[config.mk]
export PLATFORM = sky130hd
export DESIGN_NAME = irqx_level_expander
export DESIGN_NICKNAME = d
export VERILOG_FILES = /design/src/rtl/irqx_pkg.sv /design/src/rtl/irqx_src_cell.sv /design/src/rtl/irqx_prio_enc.sv /design/src/rtl/irqx_line_fsm.sv /design/src/rtl/irqx_level_expander.sv
export SDC_FILE = /design/constraint.sdc
export NUM_CORES = 1
export LEC_CHECK = 0
export BUFFER_PORTS_ARGS = -buffer_cell sky130_fd_sc_hd__buf_2
export CAP_MARGIN = 20
export CORE_MARGIN = 4
export CORE_UTILIZATION = 30
export CTS_BUF_LIST = sky130_fd_sc_hd__clkbuf_4 sky130_fd_sc_hd__clkbuf_8 sky130_fd_sc_hd__clkbuf_16
export DETAILED_ROUTE_END_ITERATION = 8
export PLACE_DENSITY = 0.63
export SLEW_MARGIN = 20
export SYNTH_ARGS = -nofsm -noshare
export SYNTH_HDL_FRONTEND = slang
export SYNTH_SLANG_ARGS = --single-unit
[constraint.sdc]
create_clock -name clk -period 1.2 [get_ports clk]
set_input_delay 0.18 -clock clk [delete_from_list [all_inputs] [get_ports clk]]
set_output_delay 0.18 -clock clk [all_outputs]
set_load 0.03 [all_outputs]
[src/rtl/irqx_pkg.sv]
package irqx_pkg;
    typedef enum logic [0:0] {
        ST_QUIET  = 1'b0,
        ST_RAISED = 1'b1
    } line_state_t;
endpackage

[src/rtl/irqx_src_cell.sv]
module irqx_src_cell (
    input  logic clk,
    input  logic rst_n,
    input  logic req,
    input  logic en_wr,
    input  logic en_bit,
    input  logic clr_hit,
    output logic flag_q,
    output logic en_q
);
    // a request in the same cycle as a clear wins
    always_ff @(posedge clk or negedge rst_n) begin
        if (!rst_n) begin
            flag_q <= 1'b0;
        end else if (req) begin
            flag_q <= 1'b1;
        end else if (clr_hit) begin
            flag_q <= 1'b0;
        end
    end

    always_ff @(posedge clk or negedge rst_n) begin
        if (!rst_n) begin
            en_q <= 1'b0;
        end else if (en_wr) begin
            en_q <= en_bit;
        end
    end

    assert_req_sets_flag_R2: assert property (@(posedge clk) disable iff (!rst_n)
        req |=> flag_q);
    assert_clear_drops_flag_R3: assert property (@(posedge clk) disable iff (!rst_n)
        (clr_hit && !req) |=> !flag_q);
    assert_req_beats_clear_R4: assert property (@(posedge clk) disable iff (!rst_n)
        (clr_hit && req) |=> flag_q);
    assert_enable_load_R5: assert property (@(posedge clk) disable iff (!rst_n)
        en_wr |=> (en_q == $past(en_bit)));
    assert_enable_hold_R5: assert property (@(posedge clk) disable iff (!rst_n)
        !en_wr |=> $stable(en_q));
endmodule

[src/rtl/irqx_prio_enc.sv]
module irqx_prio_enc #(
    parameter int NUM_SRC = 8,
    parameter int ID_W    = 3
) (
    input  logic [NUM_SRC-1:0] active,
    output logic               any,
    output logic [ID_W-1:0]    win_id
);
    // scan from the lowest priority upward, so index 0 is assigned last and wins
    always_comb begin
        any    = 1'b0;
        win_id = '0;
        for (int i = NUM_SRC - 1; i >= 0; i--) begin
            if (active[i]) begin
                any    = 1'b1;
                win_id = ID_W'(i);
            end
        end
    end
endmodule

[src/rtl/irqx_line_fsm.sv]
module irqx_line_fsm
    import irqx_pkg::*;
#(
    parameter int ID_W = 3
) (
    input  logic            clk,
    input  logic            rst_n,
    input  logic            any_pend,
    input  logic [ID_W-1:0] win_id,
    input  logic            core_ack,
    output logic            core_irq,
    output logic [ID_W-1:0] ack_id
);
    line_state_t state_q, state_d;

    always_ff @(posedge clk or negedge rst_n) begin
        if (!rst_n) begin
            state_q <= ST_QUIET;
        end else begin
            state_q <= state_d;
        end
    end

    always_comb begin
        state_d = state_q;
        unique case (state_q)
            ST_QUIET:  if (any_pend)  state_d = ST_RAISED; // raise
            ST_RAISED: if (!any_pend) state_d = ST_QUIET;  // drop
            default:   state_d = ST_QUIET;
        endcase
    end

    always_comb begin
        core_irq = (state_q == ST_RAISED);
    end

    logic take_id;
    assign take_id = core_ack && (state_q == ST_RAISED) && any_pend;

    always_ff @(posedge clk or negedge rst_n) begin
        if (!rst_n) begin
            ack_id <= '0;
        end else if (take_id) begin
            ack_id <= win_id;
        end
    end

    assert_line_follows_pend_R6: assert property (@(posedge clk) disable iff (!rst_n)
        any_pend |=> core_irq);
    assert_line_drops_R6: assert property (@(posedge clk) disable iff (!rst_n)
        !any_pend |=> !core_irq);
    assert_ack_capture_R8: assert property (@(posedge clk) disable iff (!rst_n)
        (core_ack && core_irq && any_pend) |=> (ack_id == $past(win_id)));
    assert_ack_hold_R9: assert property (@(posedge clk) disable iff (!rst_n)
        !(core_ack && core_irq && any_pend) |=> $stable(ack_id));
endmodule

[src/rtl/irqx_level_expander.sv]
module irqx_level_expander #(
    parameter int NUM_SRC = 8,
    localparam int ID_W   = (NUM_SRC > 1) ? $clog2(NUM_SRC) : 1
) (
    input  logic               clk,
    input  logic               rst_n,
    input  logic [NUM_SRC-1:0] src_req,
    input  logic               en_wr,
    input  logic [NUM_SRC-1:0] en_data,
    input  logic               clr_wr,
    input  logic [NUM_SRC-1:0] clr_data,
    input  logic               core_ack,
    output logic [NUM_SRC-1:0] flag_state,
    output logic [NUM_SRC-1:0] en_state,
    output logic               pend_valid,
    output logic [ID_W-1:0]    pend_id,
    output logic               core_irq,
    output logic [ID_W-1:0]    ack_id
);
    logic [NUM_SRC-1:0] active;

    for (genvar g = 0; g < NUM_SRC; g++) begin : g_src
        irqx_src_cell u_cell (
            .clk     (clk),
            .rst_n   (rst_n),
            .req     (src_req[g]),
            .en_wr   (en_wr),
            .en_bit  (en_data[g]),
            .clr_hit (clr_wr && clr_data[g]),
            .flag_q  (flag_state[g]),
            .en_q    (en_state[g])
        );
    end

    assign active = flag_state & en_state;

    irqx_prio_enc #(.NUM_SRC(NUM_SRC), .ID_W(ID_W)) u_enc (
        .active (active),
        .any    (pend_valid),
        .win_id (pend_id)
    );

    irqx_line_fsm #(.ID_W(ID_W)) u_fsm (
        .clk      (clk),
        .rst_n    (rst_n),
        .any_pend (pend_valid),
        .win_id   (pend_id),
        .core_ack (core_ack),
        .core_irq (core_irq),
        .ack_id   (ack_id)
    );

    assert_winner_active_R7: assert property (@(posedge clk) disable iff (!rst_n)
        pend_valid |-> active[pend_id]);
    assert_winner_highest_R7: assert property (@(posedge clk) disable iff (!rst_n)
        pend_valid |-> ((active & ((NUM_SRC'(1) << pend_id) - NUM_SRC'(1))) == '0));
    assert_valid_matches_R7: assert property (@(posedge clk) disable iff (!rst_n)
        pend_valid == (active != '0));
endmodule

## Word level (Yosys, flattened, before mapping)

Cells that the tools add are included.
Widths: inputs -> output; s select.

| word-level totals | value |
|---|---|
| bits in registers | 20 |
| input bits | 29 |
| output and inout port bits | 24 |
| word-level logic and storage cells | 70 |

| cells by class | value |
|---|---|
| multiplexer cells | 33 |
| bitwise operators | 1 |
| reduce and logical (&&, ||, !) cells | 18 |

Operators by type and width:

| operator | number |
|---|---|
| $mux 1 | 25 |
| $mux 3 | 8 |
| $reduce_bool 2->1 | 8 |
| $logic_and 1x1->1 | 10 |
| $and 8x8->8 | 1 |

## Depth between registers and ports, before layout

| depth | value |
|---|---|
| depth in word-level cells | 10 |
| mapped depth | 4 |
| mapped depth without buffers | 4 |

## Cells and area by module

A second synthesis with hierarchy kept.

| second synthesis, totals | value |
|---|---|
| cells, all modules | 77 |
| area total of the unflattened synthesis | 934.6 um2 |

By module, submodules not included:

| module | times used | cells each | area an instance (um2) |
|---|---|---|---|
| irqx_src_cell | 8 | 5 | 76.3 |
| irqx_line_fsm | 1 | 8 | 143.9 |
| irqx_level_expander | 1 | 16 | 100.1 |
| irqx_prio_enc | 1 | 13 | 80.1 |

## Worst setup path after synthesis

No wires, ideal clock.

| timing | value |
|---|---|
| kind | register -> register |
| start point | reg g_src[5].u_cell.flag_q |
| end point | reg u_fsm.ack_id[1] |
| arrival time | 1778 ps |
| path slack | -648 ps |
| stages on the path, launching flop included | 5 |
| buffers on the path | 0 |
| period minus slack after synthesis | 1848 ps |
| cell sequence | dfrtp_1 a22oi_2 a221oi_1 a221oi_1 mux2_4 |

| on the way | value |
|---|---|
| elaborated cells on any way between the ends | 14 |

RTL lines:

| item | line | text |
|---|---|---|
| start: declaration | irqx_src_cell.sv:8 | `output logic flag_q,` |
| start signal: assignment | irqx_src_cell.sv:14 | `flag_q <= 1'b0;` |
| start signal: assignment | irqx_src_cell.sv:16 | `flag_q <= 1'b1;` |
| start signal: assignment | irqx_src_cell.sv:18 | `flag_q <= 1'b0;` |
| $and 8x8->8 | irqx_level_expander.sv:35 | `assign active = flag_state & en_state;` |
| $mux 3 (6 in series) | irqx_prio_enc.sv:14 | `if (active[i]) begin` |
| net pend_id[1] | irqx_level_expander.sv:16 | `output logic [ID_W-1:0] pend_id,` |
| end signal: assignment | irqx_line_fsm.sv:44 | `ack_id <= win_id;` |
| end: declaration | irqx_line_fsm.sv:12 | `output logic [ID_W-1:0] ack_id` |

The timed path passes the listed nets, and every way through them passes these cells.
A chain may end at the register's enable or synchronous reset.

## Worst setup path after layout

| timing | value |
|---|---|
| start point | reg g_src[7].u_cell.flag_q |
| end point | out pend_valid |

| on the way | value |
|---|---|
| longest elaborated chain between the ends | 9 |

Ends and longest elaborated chain:

| item | line | text |
|---|---|---|
| start: declaration | irqx_src_cell.sv:8 |  |
| start signal: assignment | irqx_src_cell.sv:14 |  |
| start signal: assignment | irqx_src_cell.sv:16 |  |
| start signal: assignment | irqx_src_cell.sv:18 |  |
| $and 8x8->8 | irqx_level_expander.sv:35 |  |
| $mux 1 (8 in series) | irqx_prio_enc.sv:14 |  |
| end: declaration | irqx_level_expander.sv:15 | `output logic pend_valid,` |

No other way between the ends.

==> impl_metrics.toml <==
[place]
hpwlAfterDp_mm = 2.05
place.gp.congestion = 0.791
io_buffers = 52
place_area_mm2 = 0.00141

[final_layout]
mostFrequentLayoutCell = "buf_6"
design_area_mm2 = 0.00175
num-fill-cells = 270
syn2layout_area_growth_pct = 75.4
final_cell_mix = "buf_6 (40), buf_2 (32), dfrtp_1 (19), nand2_1 (15), buf_4 (9)"
final_nets = 186
drive_above_1_share_pct = 70.5
utilization_pct = 55.9
diodes = 0

[die]
die_w_um = 65.7
start_util_pct = 31.9
die_y_um = 65.7
coreArea_mm2 = 0.00313
dieArea_mm2 = 0.00431
boundaryPins = 53
rows = 20

[logic_synthesis]
ys_seq_area_share_pct = 50.2
ys_warn_count = 0
syn_area_um2 = 997
ys_ff_latch = 20
syn_nets = 116
synthCells = 87
syn_area_per_cell_um2 = 11.5
post_synth_num_cell_types = 20

[worst_setup_path]
cp.required_ns = 1.02
crit_type = "register to primary output"
worstPathMaxFanout = 3
worst-path-buf-inv = 2
path_cells = "a22o_1, and2b_2, buf_12, nand2_4, buf_6"
crit_family = "flip-flops"
cp_slowest_stage_delay_ns = 0.39
crit_path_start_kind = "register"
crit_arrival_ns = 1.51
r2r_slack_ns = -0.44
timing.rr.end = "u_fsm.ack_id[1]"
endpoint_kind = "primary output"
crit-reg2reg-launch = "g_src[6].u_cell.en_q"
reg2reg_depth = 6
startpoint = "g_src[7].u_cell.flag_q"
slowest_stage = "dfrtp_1"

[power_and_ir_drop]
combPwrFrac_pct = 42.3
p_sw_share_pct = 32.6
p_int_mw = 1.37
peakVddDrop_v = 0.000372
power_mw = 2.03
powerDensity_mw_per_mm2 = 1160
p_leak_nw = 0.857
clock_power_share_pct = 18.4
seqPwrFrac_pct = 39.3
p_sw_mw = 0.664

[status]
outcome = "complete, but fails checks"
violations = "setup timing"

[worst_hold_path]
worstHoldStart = "src_req[3]"
hold_end = "g_src[3].u_cell.flag_q"
hold_path.class = "primary input to register"
hold_depth = 2

[grt]
grt_max_degree = 21
grt_pass1_vias = 891
grt_first_pass_wirelength_mm = 3.84
antenna_found_initial = 0
grt.overflow.total = 0
gr-usage-all-layers_pct = 12.0

[sta]
tns_ns = -3.20
fin_crit_ns = 1.69
tightest_slew_ns = 0.444
relSlewSlack_pct = 70.4
fin_crit_sh_pct = 140
setup_viol = 11
fmax_mhz = 593
slew_viol_final = 0
fin_ws_ns = -0.486
hold_viol = 0
finClkSkew_ns = 0.00278
grt_setup_unrepaired = "yes"

[drt]
route.detailed.wl_per_inst_um = 13.9
wl_mm = 2.79
post_drt_via_cell_ratio = 4.45
drtAntennaViolNets = 0
drtIter0Drc = 6
first_pass_iters = 2
drcViolationCount = 0
route.vias.total = 890

[clock_tree]
clock-root-buffer = "clkbuf_4"
clockBufferDepth = 2
worst_setup_hold_path_clk_slew_ns = 0.10
clkSinkCount = 20
numCtsBuffers = 3
cts_tree = "done"
insertion_delay_ns = 0.29
ctsHtreeMaxLevel = 1

[run]
cap_violations = 0
per-stage QoR:
step                      hold WS [ns]  std cells  worst slack (ns)
after CTS                       0.0499        197            -0.482
final                           0.0566        200            -0.486
after global routing            0.0341        200            -0.560
after floorplan                 -0.116         87            -0.213
after detailed placement         0.147        186            -0.239
after global placement           0.145        186            -0.187
metal layers:
metal / share of wire, % / vias up / track usage [%]
li1: - / 424 / -
met1: 36 / 432 / 12.1
met2: 57 / 29 / 22.0
met3: 5.2 / 5 / 3.42
met4: 1.8 / 0 / 6.22
met5: 0 / - / 0
synth_stat cells (all sizes together):
cell	instances	area share, %
a21o	8	6.1
a21oi	1	0.88
a221oi	2	1.8
a22o	1	0.88
a22oi	2	2.5
a32oi	2	1.8
and2	1	0.63
and2b	1	0.88
and3	1	1.1
buf	16	12
clkbuf	2	0.75
dfrtp	20	50
mux2	10	12
nand2	16	6.0
nor2	1	0.38
nor2b	1	0.63
o21ai	1	0.50
o22a	1	0.88
worst reg2reg max path: stages (launching register included):
cell and delay (ns):
dfrtp_1 0.39, a22o_1 0.20, and2b_2 0.26, buf_4 0.14
buf_6 0.11, a21oi_4 0.14, mux2_4 0.31
sequential cells by signal (all words and copies together) (netlist names):
signal and cells:
g_src.u_cell.flag_q 8, u_fsm.core_irq 1, u_fsm.ack_id 3, g_src.u_cell.en_q 8
logic make-up after synthesis:
logic type	count (synthesis)	share of synthesized area (%)
compound gates	18	15.3
mux	10	12.0
buf+inv	18	12.8
simple gates	21	9.66
flops	20	50.2
timing repair:
item | CTS | global route
hold buffers | 1 | 0
setup buffers | 8 | 7
endpoints found under the hold margin | 20 | 0
resized for setup | 41 | 29
endpoints found under the setup margin | 18 | 24
pin swaps | 6 | 4
power groups by stage:
stage / Clock [mW] / Combinational [mW] / Sequential (mW)
6_report: 0.375 / 0.861 / 0.799
5_1_grt: 0.429 / 0.905 / 0.806
4_1_cts: 0.391 / 0.790 / 0.791
3_5_place_dp: 0 / 0.665 / 0.807
3_3_place_gp: 0 / 0.658 / 0.802
2_1_floorplan: 0 / 0.394 / 0.860
worst max path at each step:
stage / endpoint / slack (ns) / cells after the start
after floorplan: u_fsm.ack_id[1] / -0.21 / 4
after global placement: pend_id[2] / -0.19 / 4
after detailed placement: u_fsm.ack_id[1] / -0.24 / 4
after CTS: pend_id[1] / -0.48 / 4
after global routing: pend_valid / -0.56 / 5
final: pend_valid / -0.49 / 5
final cells by class:
cell class | instances | area [um2] | share of cell area, %
Multi-Input combinational cell | 49 | 448 | 25.6
Sequential cell | 20 | 502 | 28.7
Tap cell | 44 | 55.1 | 3.15
Timing Repair Buffer | 83 | 708 | 40.5
Clock buffer | 4 | 36.3 | 2.07
(Power assumes the default switching activity.)
